$ cat config.mk
export PLATFORM = sky130hd
export DESIGN_NAME = msi_level_bridge
export DESIGN_NICKNAME = d
export VERILOG_FILES = /design/src/rtl/msi_bridge_pkg.sv /design/src/rtl/msi_bridge_ctrl.sv /design/src/rtl/msi_bridge_dp.sv /design/src/rtl/msi_level_bridge.sv
export SDC_FILE = /design/constraint.sdc
export NUM_CORES = 1
export LEC_CHECK = 0
export ABC_CLOCK_PERIOD_IN_PS = 3500
export BUFFER_PORTS_ARGS = -buffer_cell sky130_fd_sc_hd__buf_4
export CORE_MARGIN = 4
export CORE_UTILIZATION = 55
export DETAILED_ROUTE_END_ITERATION = 10
export PLACE_DENSITY = 0.8
export SLEW_MARGIN = 20
export SYNTH_ARGS = -nofsm -noshare
export SYNTH_HDL_FRONTEND = slang
export SYNTH_SLANG_ARGS = --single-unit
$ cat constraint.sdc
create_clock -name clk -period 3.5 [get_ports clk]
set_input_delay 0.175 -clock clk [delete_from_list [all_inputs] [get_ports clk]]
set_output_delay 0.175 -clock clk [all_outputs]
set_load 0.1 [all_outputs]
$ cat src/rtl/msi_bridge_pkg.sv
package msi_bridge_pkg;
  localparam int REG_ADDR_W = 2;
  localparam logic [REG_ADDR_W-1:0] ADDR_PEND = 2'd0;
  localparam logic [REG_ADDR_W-1:0] ADDR_MASK = 2'd1;
  localparam logic [REG_ADDR_W-1:0] ADDR_ERR  = 2'd2;

  typedef struct packed {
    logic msgHit;   // valid message, in-range vector
    logic msgErr;   // valid message, out-of-range vector
    logic ackWr;    // write-one-to-clear on pending
    logic maskWr;   // load mask register
  } ctrlStrobes_t;
endpackage

$ cat src/rtl/msi_bridge_ctrl.sv
module msi_bridge_ctrl
  import msi_bridge_pkg::*;
#(
  parameter int NUM_VEC = 32,
  parameter int IDX_W   = 6
) (
  input  logic                  msgValid,
  input  logic [IDX_W-1:0]      msgVector,
  input  logic                  regWrEn,
  input  logic [REG_ADDR_W-1:0] regAddr,
  output ctrlStrobes_t          strb
);
  logic inRange;

  always_comb begin
    inRange     = int'(msgVector) < NUM_VEC;
    strb.msgHit = msgValid && inRange;
    strb.msgErr = msgValid && !inRange;
    strb.ackWr  = regWrEn && (regAddr == ADDR_PEND);
    strb.maskWr = regWrEn && (regAddr == ADDR_MASK);
  end
endmodule

$ cat src/rtl/msi_bridge_dp.sv
module msi_bridge_dp
  import msi_bridge_pkg::*;
#(
  parameter int NUM_VEC = 32,
  parameter int IDX_W   = 6,
  parameter int ERR_W   = 8
) (
  input  logic                  clk,
  input  logic                  rstN,
  input  ctrlStrobes_t          strb,
  input  logic [IDX_W-1:0]      msgVector,
  input  logic [REG_ADDR_W-1:0] regAddr,
  input  logic [NUM_VEC-1:0]    regWrData,
  output logic [NUM_VEC-1:0]    regRdData,
  output logic [NUM_VEC-1:0]    pendingQ,
  output logic [NUM_VEC-1:0]    maskQ,
  output logic [ERR_W-1:0]      errCnt,
  output logic                  irqOut
);
  localparam int PAD_W = NUM_VEC - ERR_W;

  logic [NUM_VEC-1:0] setVec;
  logic [NUM_VEC-1:0] clrVec;
  logic [NUM_VEC-1:0] pendingNext;

  always_comb begin
    setVec      = strb.msgHit ? (NUM_VEC'(1) << msgVector) : '0;
    clrVec      = strb.ackWr ? regWrData : '0;
    // a new message beats a same-cycle acknowledge
    pendingNext = (pendingQ & ~clrVec) | setVec;
  end

  always_ff @(posedge clk or negedge rstN) begin
    if (!rstN) begin
      pendingQ <= '0;
      maskQ    <= '1;
      errCnt   <= '0;
      irqOut   <= 1'b0;
    end else begin
      pendingQ <= pendingNext;
      if (strb.maskWr) maskQ <= regWrData;
      if (strb.msgErr && (errCnt != '1)) errCnt <= errCnt + 1'b1;
      irqOut <= |(pendingQ & ~maskQ);
    end
  end

  always_comb begin
    case (regAddr)
      ADDR_PEND: regRdData = pendingQ;
      ADDR_MASK: regRdData = maskQ;
      ADDR_ERR:  regRdData = {{PAD_W{1'b0}}, errCnt};
      default:   regRdData = '0;
    endcase
  end
endmodule

$ cat src/rtl/msi_level_bridge.sv
module msi_level_bridge
  import msi_bridge_pkg::*;
#(
  parameter int NUM_VEC = 32,
  parameter int IDX_W   = 6,
  parameter int ERR_W   = 8
) (
  input  logic                  clk,
  input  logic                  rstN,
  input  logic                  msgValid,
  input  logic [IDX_W-1:0]      msgVector,
  input  logic                  regWrEn,
  input  logic [REG_ADDR_W-1:0] regAddr,
  input  logic [NUM_VEC-1:0]    regWrData,
  output logic [NUM_VEC-1:0]    regRdData,
  output logic                  irqOut
);
  ctrlStrobes_t       strb;
  logic [NUM_VEC-1:0] pendingQ;
  logic [NUM_VEC-1:0] maskQ;
  logic [ERR_W-1:0]   errCnt;

  msi_bridge_ctrl #(.NUM_VEC(NUM_VEC), .IDX_W(IDX_W)) u_ctrl (
    .msgValid (msgValid),
    .msgVector(msgVector),
    .regWrEn  (regWrEn),
    .regAddr  (regAddr),
    .strb     (strb)
  );

  msi_bridge_dp #(.NUM_VEC(NUM_VEC), .IDX_W(IDX_W), .ERR_W(ERR_W)) u_dp (
    .clk      (clk),
    .rstN     (rstN),
    .strb     (strb),
    .msgVector(msgVector),
    .regAddr  (regAddr),
    .regWrData(regWrData),
    .regRdData(regRdData),
    .pendingQ (pendingQ),
    .maskQ    (maskQ),
    .errCnt   (errCnt),
    .irqOut   (irqOut)
  );
endmodule

======== Yosys cells after proc, flatten, opt, wreduce, memory -nomap -nowiden ========
Cells that the tools add are included.
storage, ports and cells
  register bits after elaboration ......... 73
  output and inout bits ................... 33
cells by class
  add/subtract/negate cells ............... 1
  magnitude comparators ................... 1
  equality and inequality tests ........... 3
  shift operators ......................... 1
  mux-type cells .......................... 3
  bitwise logic cells ..................... 5
  reductions and logical operators ........ 8
operators by type and width
  kind                    number
  $pmux W32 S3            1
  $and A32 B32 Y32        2
  $mux W32                2
  $not A32 Y32            2
  $or A32 B32 Y32         1
  $reduce_or A32 Y1       1
  $shl A1 B6 Y32 const A  1
  $add A8 B1 Y8 const B   1
  $ne A8 B8 Y1 const B    1
  $lt A6 B6 Y1 const B    1
  $logic_and A1 B1 Y1     5
  $eq A2 B1 Y1 const B    1
  $eq A2 B2 Y1 const B    1
  $logic_not A2 Y1        1
  $logic_not A1 Y1        1

======== Longest topological paths before layout ========
  word-level depth ........................ 6
  depth in mapped cells ................... 6

======== Hierarchy ========
A second synthesis with hierarchy kept.
second synthesis, totals
  cells, all modules ...................... 378
  area, all modules ....................... 3774.9 um^2
modules (own cells, without submodules)
  module           times used  cells an instance  area an instance (um^2)  seq. area each (um^2)
  msi_bridge_dp    1           374                3741.1                   1866.8
  msi_bridge_ctrl  1           4                  33.8                     0.0

======== Worst setup path after synthesis ========
Ideal clock, no wire load.
  path kind ............................... input-to-output
  start ................................... input regAddr[1]
  end ..................................... output regRdData[4]
  arrival ................................. 2.743 ns
  required time ........................... 3.325 ns
  path slack .............................. 0.582 ns
  stages on the path ...................... 4
  buffers on the path ..................... 2
  cell sequence ........................... buf_4 > buf_2 > mux2i_1 > o21ai_0
between the ends
  longest elaborated chain between the ends .. 2
  elaborated cells on any way between the ends .. 4
  classes of those cells .................. eq/ne (2); mux (1); reduce/logical (1)
RTL lines
  what                                  RTL line                source
  start: declaration                    msi_level_bridge.sv:13  input logic [REG_ADDR_W-1:0] regAddr,
  $eq A2 B2 Y1 (tied with other cells)  msi_bridge_dp.sv:48     case (regAddr)
  $pmux W32 S3 (*)                      msi_bridge_dp.sv:48
  end: declaration                      msi_level_bridge.sv:15  output logic [NUM_VEC-1:0] regRdData,
Mark *: on every way between the ends. The rest lies on a longest branch, timed or not.

======== Final worst setup path ========
  start ................................... input regAddr[0]
  end ..................................... output regRdData[0]
The elaborated chain is that of the path after synthesis.

==> results.py <==
metrics = {
    "grt": {
        "grt_max_degree": 74,
        "grt_pass1_wl_um": 16000,
        "grt_overflow": 0,
        "antenna_found_initial": 0,
        "grt_pass1_vias": 3228,
        "track_usage": 0.245,
    },
    "floorplanning": {
        "placementRows": 30,
        "die_x_um": 91.3,
        "io_pins": 77,
        "die_y_um": 91.3,
        "initial_core_util": 0.564,
        "core_mm2": 0.00676,
        "dieArea_mm2": 0.00833,
    },
    "pwr": {
        "sw_frac_of_total": 0.387,
        "p_int_mw": 1.69,
        "max-vdd-ir-drop_mv": 0.373,
        "p_switching_mw": 1.07,
        "seqPwrFrac": 0.430,
        "pwr-share-clk": 0.238,
        "power_leakage_nw": 2.19,
        "p_per_area_mw_per_mm2": 602,
        "comb_power_share": 0.332,
    },
    "logic_synthesis": {
        "netlist_area_mm2": 0.00381,
        "synth-edff-count": 0,
        "synth-async-reset-ratio": 1.00,
        "syn_area_per_cell_um2": 10.2,
        "ys_seq_area_frac": 0.490,
        "ys_seq_elements": 73,
        "yosys_warnings": 0,
        "synth_cell_types": 35,
        "syn_inst": 374,
        "synth_flop_cell": "dfrtp_1",
        "synthesis.nets": 419,
    },
    "sta": {
        "hold_violations": 0,
        "min_period_over_period": 0.565,
        "finClkSkew_ps": 6.96,
        "timing.hold.ws_ps": 61.6,
        "tns_ps": 0,
        "rsz0062_at_grt": "no",
        "fmax_mhz": 506,
        "setup_viol": 0,
        "slew_headroom": 0.390,
        "maxSlewViolCount": 0,
        "layout_min_cycle_time_ps": 1980,
        "worstMarginPinSlew_ps": 915,
    },
    "hold_path": {
        "min_from": "regWrData[5]",
        "hp-class": "in -> reg",
    },
    "critical_path": {
        "crit_fanout": 35,
        "ff2ff_setup_slack_ps": 1880,
        "crit_slowest_cell": "nor2b_1",
        "regToRegStartpoint": "u_dp.errCnt[1]",
        "path_cells": "buf_4, nor2b_1, nand2_1, o21ai_0, buf_4",
        "slowest_delay_ps": 610,
        "worstPathRequired_ps": 3320,
        "cp-startpoint": "regAddr[0]",
        "arrival_ps": 1800,
        "end_kind": "output pin",
        "start_kind": "primary input",
        "crit_top_cell": "buf_4",
        "path_class": "in -> out",
    },
    "finish": {
        "finalNetCount": 491,
        "final_common_cell": "buf_4",
        "multi_input_area_mm2": 0.00171,
        "final_cell_mix": "buf_4, nand2_1, dfrtp_1",
        "regArea_mm2": 0.00187,
        "diodes": 0,
        "fillers": 555,
        "syn2layout_area_growth_pct": 20.0,
        "drive_gt1_frac": 0.357,
    },
    "cts": {
        "cts-buffers-inserted": 9,
        "path_clk_slew_ps": 80,
        "cts_tree": "yes",
        "cts_max_level": 3,
        "cts_root_buffer": "clkbuf_8",
        "clkLatencyLatePin_ps": 350,
        "cts.sinks": 73,
        "cts_buffer_depth": 2,
        "post_cts_buffers": 0,
    },
    "placement": {
        "gp_congestion": 0.824,
        "numPortBuffers": 76,
        "detailed_place_hpwl_um": 6760,
    },
    "detailed_routing": {
        "vias": 3092,
        "ant_nets": 0,
        "first_pass_iters": 7,
        "routed-wl-met2_um": 4750,
        "wl_met1_um": 4090,
        "drt_iter0_markers": 185,
        "routed.top_layer": "met4",
        "drc": 0,
        "vias_per_cell": 5.82,
        "routed_wl_um": 9680,
        "wl_met3_um": 674,
        "wl_per_cell_um": 18.2,
    },
    "run": {
        "cap_violations": 0,
    },
    "outcome": {
        "status": "complete, no violations",
    },
}
==> layer usage <==
layer  GRT usage  vias to the layer above
met5           0                        -
met4      0.0804                        0
met3      0.0497                       14
met2       0.405                      130
met1       0.322                     1533
li1            -                     1415
==> worst paths after layout <==
kind	to	cells past startpoint
hold reg to reg	u_dp.pendingQ[17]	2
setup reg to reg	u_dp.errCnt[6]	5
setup / recovery	regRdData[0]	5
max in group asynchronous	u_dp.errCnt[6]	2
hold / removal	u_dp.maskQ[5]	2
min in group asynchronous	u_dp.pendingQ[1]	2
==> logic make-up (layout without fill, tap and decap cells) <==
family | count (synthesis) | in the layout | synth area share
multiplexers | 67 | 67 | 0.187
buffers and inverters | 50 | 127 | 0.0620
adder cells (fa/ha/maj) | 1 | 1 | 0.00328
flip-flops | 73 | 73 | 0.490
AO/OA/AOI/OAI | 73 | 73 | 0.116
AND/OR/NAND/NOR | 105 | 105 | 0.130
XOR/XNOR | 5 | 5 | 0.0115
==> power groups by stage <==
| stage | sequential (mW) | combinational, mW | clock [mW] |
|---|---|---|---|
| 6_report | 1.18 | 0.915 | 0.655 |
| 5_1_grt | 1.20 | 0.981 | 0.695 |
| 4_1_cts | 1.18 | 0.919 | 0.662 |
| 3_5_place_dp | 1.19 | 0.915 | 0 |
| 3_3_place_gp | 1.18 | 0.896 | 0 |
| 2_1_floorplan | 1.17 | 0.692 | 0 |
==> critical path, delay by kind of cell <==
family,cells,cell delay [ps]
buffers and inverters,2,780
AND/OR/NAND/NOR,2,700
AO/OA/AOI/OAI,1,120
==> what timing repair did <==
item,CTS,global route
hold endpoints to repair,13,0
hold buffers,1,0
resized for setup,0,0
==> stage by stage <==
| stage | area [um2] | std cells | setup WS [ps] | power (mW) | util |
|---|---|---|---|---|---|
| global placement | 4380 | 514 | 1550 | 2.08 | 0.648 |
| floorplan | 3810 | 374 | 582 | 1.86 | - |
| finish | 4580 | 531 | 1520 | 2.75 | 0.678 |
| global route | 4580 | 531 | 1380 | 2.88 | 0.678 |
| detailed placement | 4380 | 514 | 1540 | 2.11 | 0.648 |
| CTS | 4580 | 531 | 1530 | 2.76 | 0.678 |
==> state kept, by name (all words and copies together) (netlist names) <==
signal and flops:
u_dp.maskQ 32, u_dp.pendingQ 32, u_dp.errCnt 8, u_dp.irqOut 1
==> cell usage after synthesis (4+ instances only) <==
library cell  count  area [um2]
dfstp_2          32         841
buf_6             4        45.0
nor2_1           30         113
clkbuf_1          4        15.0
o22ai_1          16         100
o21ai_0          24         120
mux2_2           33         372
buf_2             6        30.0
a21o_1           12        90.1
mux2i_1          32         320
xor2_1            4        35.0
a21oi_1          16        80.1
nand2b_1          4        25.0
nand2_1          47         176
nor4_1            5        31.3
dfrtp_1          41        1030
inv_1            33         124
==> cell type report <==
cell class / count / area share
tap: 80 / 0.0219
clock inverter: 3 / 0.00875
inverter: 33 / 0.0271
multi-input combinational: 251 / 0.374
timing repair buffer: 78 / 0.128
sequential: 73 / 0.408
clock buffer: 13 / 0.0325
No activity file was read; power rests on OpenSTA's default activity.
